**src/rtl/csel_pkg.sv**
```systemverilog
package csel_pkg;
  localparam int ADDR_W    = 24;
  localparam int BYTE_W    = 8;
  localparam int BASE_W    = 2 * BYTE_W;
  localparam int NUM_WIN   = 4;
  localparam int REG_AW    = 4;
  localparam int FINE_LSB  = 8;   // lowest compared bit, windows 0 and 1
  localparam int W0_TOP    = 20;  // highest maskable bit, window 0
  localparam int W1_TOP    = 21;  // highest maskable bit, window 1
  localparam int COARSE_LO = 15;  // lowest compared bit, windows 2 and 3
  localparam int FULL_WIN  = 2;   // window that may span the whole space

  typedef enum int {KIND_W0 = 0, KIND_W1 = 1, KIND_COARSE = 2} win_kind_e;

  typedef enum logic [REG_AW-1:0] {
    RA_W0_LO  = 4'd0,
    RA_W0_HI  = 4'd1,
    RA_W0_MSK = 4'd2,
    RA_W1_LO  = 4'd3,
    RA_W1_HI  = 4'd4,
    RA_W1_MSK = 4'd5,
    RA_W2_HI  = 4'd6,
    RA_W2_MSK = 4'd7,
    RA_W3_HI  = 4'd8,
    RA_W3_MSK = 4'd9,
    RA_CTRL   = 4'd10
  } reg_addr_e;
endpackage

```
**src/rtl/csel_regs.sv**
```systemverilog
module csel_regs
  import csel_pkg::*;
(
  input  logic                             clk,
  input  logic                             rst_n,
  input  logic                             wr_en,
  input  logic [REG_AW-1:0]                wr_addr,
  input  logic [BYTE_W-1:0]                wr_data,
  output logic [NUM_WIN-1:0][BASE_W-1:0]   base_o,
  output logic [NUM_WIN-1:0][BYTE_W-1:0]   mask_o,
  output logic [NUM_WIN-1:0]               ctrl_o
);
  logic [NUM_WIN-1:0][BASE_W-1:0] base_q;
  logic [NUM_WIN-1:0][BYTE_W-1:0] mask_q;
  logic [NUM_WIN-1:0]             ctrl_q;

  always_ff @(posedge clk) begin
    if (!rst_n) begin
      base_q <= '0;
      mask_q <= {NUM_WIN{{BYTE_W{1'b1}}}};
      ctrl_q <= '0;
    end else if (wr_en) begin
      case (wr_addr)
        RA_W0_LO:  base_q[0][BYTE_W-1:0]      <= wr_data;
        RA_W0_HI:  base_q[0][BASE_W-1:BYTE_W] <= wr_data;
        RA_W0_MSK: mask_q[0]                  <= wr_data;
        RA_W1_LO:  base_q[1][BYTE_W-1:0]      <= wr_data;
        RA_W1_HI:  base_q[1][BASE_W-1:BYTE_W] <= wr_data;
        RA_W1_MSK: mask_q[1]                  <= wr_data;
        RA_W2_HI:  base_q[2][BASE_W-1:BYTE_W] <= wr_data;
        RA_W2_MSK: mask_q[2]                  <= wr_data;
        RA_W3_HI:  base_q[3][BASE_W-1:BYTE_W] <= wr_data;
        RA_W3_MSK: mask_q[3]                  <= wr_data;
        RA_CTRL:   ctrl_q                     <= wr_data[NUM_WIN-1:0];
        default: ;
      endcase
    end
  end

  assign base_o = base_q;
  assign mask_o = mask_q;
  assign ctrl_o = ctrl_q;
endmodule

```
**src/rtl/csel_win_match.sv**
```systemverilog
module csel_win_match
  import csel_pkg::*;
#(
  parameter int KIND = KIND_COARSE
) (
  input  logic [ADDR_W-1:0] addr_i,
  input  logic [BASE_W-1:0] base_i,
  input  logic [BYTE_W-1:0] mask_i,
  input  logic              active_i,
  input  logic              full_i,
  output logic              hit_o
);
  localparam int LOW_W = ADDR_W - BASE_W;

  logic [ADDR_W-1:0] ref_addr;
  logic [ADDR_W-1:0] ign;

  assign ref_addr = {base_i, {LOW_W{1'b0}}};

  generate
    if (KIND == KIND_W0) begin : g_w0
      always_comb begin
        ign                        = '0;
        ign[FINE_LSB-1:0]          = '1;
        ign[FINE_LSB]              = mask_i[0];
        ign[W0_TOP-6:FINE_LSB+1]   = {(W0_TOP-6-FINE_LSB){mask_i[1]}};
        ign[W0_TOP:W0_TOP-5]       = mask_i[7:2];
      end
    end else if (KIND == KIND_W1) begin : g_w1
      always_comb begin
        ign                        = '0;
        ign[FINE_LSB-1:0]          = '1;
        ign[FINE_LSB]              = mask_i[0];
        ign[W1_TOP-6:FINE_LSB+1]   = {(W1_TOP-6-FINE_LSB){mask_i[1]}};
        ign[W1_TOP:W1_TOP-5]       = mask_i[7:2];
      end
    end else begin : g_coarse
      always_comb begin
        ign                                  = '0;
        ign[COARSE_LO-1:0]                   = '1;
        ign[COARSE_LO+BYTE_W-1:COARSE_LO]    = mask_i;
      end
    end
  endgenerate

  assign hit_o = full_i | (active_i & (((addr_i ^ ref_addr) & ~ign) == '0));
endmodule

```
**src/rtl/csel_prio.sv**
```systemverilog
module csel_prio #(
  parameter int N = 4
) (
  input  logic [N-1:0] req_i,
  output logic [N-1:0] gnt_o
);
  logic taken;

  always_comb begin
    gnt_o = '0;
    taken = 1'b0;
    for (int i = 0; i < N; i++) begin
      if (req_i[i] && !taken) begin
        gnt_o[i] = 1'b1;
        taken    = 1'b1;
      end
    end
  end
endmodule

```
**src/rtl/csel_decoder.sv**
```systemverilog
module csel_decoder
  import csel_pkg::*;
(
  input  logic                  clk,
  input  logic                  rst_n,
  input  logic                  wr_en,
  input  logic [REG_AW-1:0]     wr_addr,
  input  logic [BYTE_W-1:0]     wr_data,
  input  logic [ADDR_W-1:0]     bus_addr,
  output logic [NUM_WIN-1:0]    win_hit,
  output logic [NUM_WIN-1:0]    cs_sel
);
  logic [NUM_WIN-1:0][BASE_W-1:0] base_w;
  logic [NUM_WIN-1:0][BYTE_W-1:0] mask_w;
  logic [NUM_WIN-1:0]             ctrl_q;

  csel_regs u_regs (
    .clk     (clk),
    .rst_n   (rst_n),
    .wr_en   (wr_en),
    .wr_addr (wr_addr),
    .wr_data (wr_data),
    .base_o  (base_w),
    .mask_o  (mask_w),
    .ctrl_o  (ctrl_q)
  );

  for (genvar gi = 0; gi < NUM_WIN; gi++) begin : g_win
    localparam int KIND = (gi == 0) ? KIND_W0 : ((gi == 1) ? KIND_W1 : KIND_COARSE);
    localparam bit CAN_SPAN = (gi == FULL_WIN);
    logic active, full;
    assign active = CAN_SPAN ? 1'b1 : ctrl_q[gi];
    assign full   = CAN_SPAN ? ~ctrl_q[gi] : 1'b0;

    csel_win_match #(.KIND(KIND)) u_match (
      .addr_i   (bus_addr),
      .base_i   (base_w[gi]),
      .mask_i   (mask_w[gi]),
      .active_i (active),
      .full_i   (full),
      .hit_o    (win_hit[gi])
    );
  end

  csel_prio #(.N(NUM_WIN)) u_prio (
    .req_i (win_hit),
    .gnt_o (cs_sel)
  );
endmodule

```
**config.mk**
```make
export PLATFORM = sky130hd
export DESIGN_NAME = csel_decoder
export DESIGN_NICKNAME = d
export VERILOG_FILES = /design/src/rtl/csel_pkg.sv /design/src/rtl/csel_regs.sv /design/src/rtl/csel_win_match.sv /design/src/rtl/csel_prio.sv /design/src/rtl/csel_decoder.sv
export SDC_FILE = /design/constraint.sdc
export NUM_CORES = 1
export LEC_CHECK = 0
export BUFFER_PORTS_ARGS = -buffer_cell sky130_fd_sc_hd__buf_4
export CORE_MARGIN = 1.5
export CORE_UTILIZATION = 56
export CTS_CLUSTER_SIZE = 10
export DETAILED_ROUTE_END_ITERATION = 8
export PLACE_DENSITY = 0.8
export SLEW_MARGIN = 20
export SYNTH_ARGS = -nofsm -noshare
export SYNTH_HDL_FRONTEND = slang
export SYNTH_HIERARCHICAL = 1
export SYNTH_SLANG_ARGS = --single-unit
```
**constraint.sdc**
```tcl
create_clock -name clk -period 5.6 [get_ports clk]
set_clock_uncertainty 0.15 [all_clocks]
set_input_delay 0.84 -clock clk [delete_from_list [all_inputs] [get_ports clk]]
set_output_delay 0.84 -clock clk [all_outputs]
set_load 0.05 [all_outputs]
```
**After elaboration in Yosys (flattened, before gate mapping)**

Cells that the tools add are included.

- Logic and storage cells: 66
- Input port bits: 39
- Output and inout bits: 8
- Register bits after elaboration: 84

- Bitwise operators: 17
- Muxes and demuxes: 6
- Eq/ne operators: 10
- Reduce and logical (&&, ||, !) cells: 22

Operator list:

| cell | number |
|---|---|
| $and 24x24->24 | 4 |
| $logic_not 24->1 | 4 |
| $xor 24x24->24 | 4 |
| $not 23->24 | 2 |
| $not 21->24 | 1 |
| $not 22->24 | 1 |
| $reduce_and 2->1 | 11 |
| $eq 4x3->1 const B | 4 |
| $eq 4x4->1 const B | 3 |
| $eq 4x2->1 const B | 2 |
| $mux 1 | 6 |
| $eq 4x1->1 const B | 1 |
| $logic_not 4->1 | 1 |
| $and 1x1->1 | 3 |
| $logic_and 1x1->1 | 3 |
| $logic_not 1->1 | 3 |
| $not 1->1 | 1 |
| $or 1x1->1 | 1 |

**Depth between registers and ports, before layout**

- Depth in word-level cells: 14
- Mapped depth: 6

**Hierarchy**

The synthesis kept the hierarchy.

Modules (own cells, without submodules):

| module | cells an instance | area an instance (µm²) | sequential area each (µm²) | instances |
|---|---|---|---|---|
| csel_regs | 318 | 3367.0 | 1681.6 | 1 |
| csel_win_match at g_win[2].u_match ... | 16 | 123.9 | 0.0 | 2 |
| csel_win_match at g_win[0].u_match | 26 | 201.4 | 0.0 | 1 |
| csel_win_match at g_win[1].u_match | 25 | 200.2 | 0.0 | 1 |
| csel_prio | 4 | 36.3 | 0.0 | 1 |
| csel_decoder | 3 | 11.3 | 0.0 | 1 |

**Worst setup path before layout**

Ideal clock, no wire load.

- Path type: input -> output
- Start point: in bus_addr[8]
- End point: out cs_sel[2]
- Data required time: 4610 ps
- Cell stages on the path: 5
- Arrival time: 3641 ps
- Setup slack: 969 ps
- Path buffers: 0
- Cell sequence: xnor2_1 o22ai_1 or4_1 o31ai_1 nor3b_1

- Cells in the longest elaborated chain, start to end: 11
- Elaborated cells on any way between the ends: 19
- Those cells by class: mux (3); bitwise (9); reduce/logical (7)

RTL lines:

| item | RTL line | text |
|---|---|---|
| from (decl) | csel_decoder.sv:9 | `input logic [ADDR_W-1:0] bus_addr,` |
| $xor 24x24->24 (*) | csel_win_match.sv:46 | `assign hit_o = full_i \| (active_i & (((addr_i ^ ref_addr) & ~ign) == '0));` |
| $and 24x24->24 (*) | csel_win_match.sv:46 |  |
| $logic_not 24->1 (*) | csel_win_match.sv:46 |  |
| $and 1x1->1 (*) | csel_win_match.sv:46 |  |
| net win_hit[0] | csel_decoder.sv:10 | `output logic [NUM_WIN-1:0] win_hit,` |
| $mux 1 (*) | csel_prio.sv:13 | `if (req_i[i] && !taken) begin` |
| $logic_not 1->1 | csel_prio.sv:13 |  |
| $logic_and 1x1->1 | csel_prio.sv:13 |  |
| $mux 1 (*) | csel_prio.sv:13 |  |
| $logic_not 1->1 (*) | csel_prio.sv:13 |  |
| $logic_and 1x1->1 (*) | csel_prio.sv:13 |  |
| $mux 1 (*) | csel_prio.sv:13 |  |
| to (decl) | csel_decoder.sv:11 | `output logic [NUM_WIN-1:0] cs_sel` |

Mark *: on every way through the listed nets, which the timed path passes. The rest lies on a longest branch.

**Final worst setup path**

- Start point: in bus_addr[20]
- End point: out cs_sel[3]

- Cells in the longest elaborated chain, start to end: 14
- Elaborated cells on any way between the ends: 26
- Those cells by class: mux (4); bitwise (12); reduce/logical (10)

RTL lines:

| item | RTL line |
|---|---|
| $xor 24x24->24 | csel_win_match.sv:46 |
| $and 24x24->24 | csel_win_match.sv:46 |
| $logic_not 24->1 | csel_win_match.sv:46 |
| $and 1x1->1 | csel_win_match.sv:46 |
| $mux 1 | csel_prio.sv:13 |
| $logic_not 1->1 | csel_prio.sv:13 |
| $logic_and 1x1->1 | csel_prio.sv:13 |
| $mux 1 | csel_prio.sv:13 |
| $logic_not 1->1 | csel_prio.sv:13 |
| $logic_and 1x1->1 | csel_prio.sv:13 |
| $mux 1 | csel_prio.sv:13 |
| $logic_not 1->1 | csel_prio.sv:13 |
| $logic_and 1x1->1 (*) | csel_prio.sv:13 |
| $mux 1 (*) | csel_prio.sv:13 |

Mark *: on every way between the ends. The rest lies on a longest branch, timed or not.

==> results.tsv <==
stage	metric	value	unit
run_status	outcome	complete, no violations	
clock_tree	ctsLongestPathBuffers	2	
sta	timing.final.crit_share	68.53	%
sta	final_hold_viol_count	0	
place	hpwl	6295	microns
worst_hold_path	hold_path_class	register to register	
route	vias	2795	
critical_path	rrSetupSlack	4.77	ns
critical_path	cpLargestDelayFamily	compound AO/OA/AOI/OAI gates	
critical_path	arrival	2.85	ns
grt	grt_use_total	25.38	%
clock_tree	cts_sinks	84	
route	avgRoutedWirePerCell	17.02	microns
clock_tree	cts_tree	built	
synth	netlist_area	3959	sq um
grt	grt_pass1_wl	14230	microns
power	clockPowerShare	36.9	%
sta	max_freq	260.6	MHz
final_layout	antenna_cells	0	
sta	timing.final.ws_setup	1.763	ns
route	drc	0	
route	routed_wl	8986	microns
sta	relSlewSlack	41.81	%
critical_path	critPathMaxFanout	5	
critical_path	cpPeakStageDelay	0.70	ns
critical_path	path_class	input pin to output pin	
sta	rsz0062_at_grt	no	
route	initialDrtViolationCount	136	
power	p_sw_share	24.44	%
place	gp_congestion	0.7995	
route	avgViaCountPerCell	5.294	
clock_tree	htree_levels	3	
clock_tree	holdBufCountCts	0	
floorplan	die_w	87.08	microns
floorplan	die_height	87.08	microns
place	dp_slack	1.788	ns
grt	grt.overflow.total	0	
clock_tree	post_cts_resize_count	0	
grt	grt_max_degree	101	
synth	syn_area_per_cell	10.05	sq um
sta	slew_viol_final	0	
place	numPortBuffers	38	
critical_path	critical-path-slowest-cell	o31ai_1	
sta	tns	0	ns
floorplan	start_util	57.95	%
power	vdd_drop_max	0.1626	mV
clock_tree	cts_made_buffers	9	
route	drtPass1Iterations	4	
critical_path	cp-end-kind	output pin	
power	p_comb_share	10.3	%
synth	syn_inst	394	
sta	setup-violations-final	0	
critical_path	critPathBufInv	2	
sta	fin_hold_ws	0.3232	ns
power	leakage	1.972	nW
final_layout	nets	466	
synth	synth_warnings	6	
critical_path	timing.critical_path.mode_cell	buf_4	
sta	worst-slew-pin-transition	0.8729	ns
clock_tree	cts-root-buf	clkbuf_8	
final_layout	layout_common_cells	mux2i_1 (84), dfxtp_1 (84), nand2_1 (60), nor2b_1 (42), xnor2_1 (41)	
final_layout	area_delta_synth_final	12.71	%
grt	antenna_found_initial	0	
sta	finalCriticalPeriod	3.837	ns
critical_path	cp_cell_sequence	buf_4 -> xnor2_1 -> o22ai_1 -> or4_1 -> o31ai_1 -> nor4b_2 -> buf_4	
floorplan	num_rows	30	
flow_run	maxCapViolCount	0	
clock_tree	insertion_delay	0.34	ns
power	seq_power_share	52.7	%
critical_path	critical_path.startpoint_type	input pin	
power	power_switching	282.4	uW
floorplan	dieArea	7583	sq um
power	intPower	873.1	uW
grt	grt_pass1_vias	2791	
critical_path	worst_ep_required_time	4.61	ns
final_layout	layout-drive-gt1-share	14.58	%
floorplan	ios	47	
floorplan	core	6832	sq um
clock_tree	post_cts_buffers	0	
route	drtAntennaViolNets	0	
clock_tree	clkTransAtPathRegs	0.08	ns
power	powerDensity	259.0	nW/um^2
power	power	1.155	mW
-- power by group through the flow --
stage / combinational (mW) / sequential, mW / clock [mW]
6_report: 0.120 / 0.609 / 0.426
5_1_grt: 0.128 / 0.610 / 0.461
2_1_floorplan: 0.0754 / 0.622 / 0
4_1_cts: 0.119 / 0.609 / 0.434
3_3_place_gp: 0.117 / 0.623 / 0
3_5_place_dp: 0.119 / 0.623 / 0
-- per-stage QoR --
step	instances	utilization (%)	area, sq um
detailed placement	512	62.47	4268
global route	528	65.31	4462
global placement	512	62.47	4268
CTS	528	65.31	4462
finish	528	65.31	4462
floorplan	397	-	3970
-- routing by layer --
layer  global-route usage [%]  wire (microns)  up-vias
li1                         -               -     1380
met1                    34.21            4204     1350
met2                    41.79            4380       57
met3                    3.318             290        8
met4                    8.944             111        0
met5                        0               0        -
-- path summary, 6_finish.rpt --
check               startpoint           endpoint  cells after the start
min reg2reg   u_regs/ctrl_o[3]   u_regs/ctrl_o[3]                      2
min           u_regs/ctrl_o[3]   u_regs/ctrl_o[3]                      2
max               bus_addr[20]          cs_sel[3]                      7
max reg2reg  u_regs/base_o[22]  u_regs/base_o[22]                      2
-- worst min-delay path, stage by stage (launching register included) --
cell and delay [ns]:
dfxtp_1 0.32, nand2_1 0.05, mux2i_1 0.06
-- sequential cells by signal, indices dropped and copies added (netlist names) --
name	count
u_regs/base_o	48
u_regs/mask_o	32
u_regs/ctrl_o	4
-- final cells by class --
class                   instances  area [sq um]
fillers                       597          2370
clock inverters                 4         48.80
flip-flops and latches         84          1682
multi-input cells             292          2173
clock buffers                  12         145.1
inverters                       2         7.507
repair buffers                 38         285.3
well taps                      96         120.1
(Power assumes the default switching activity.)
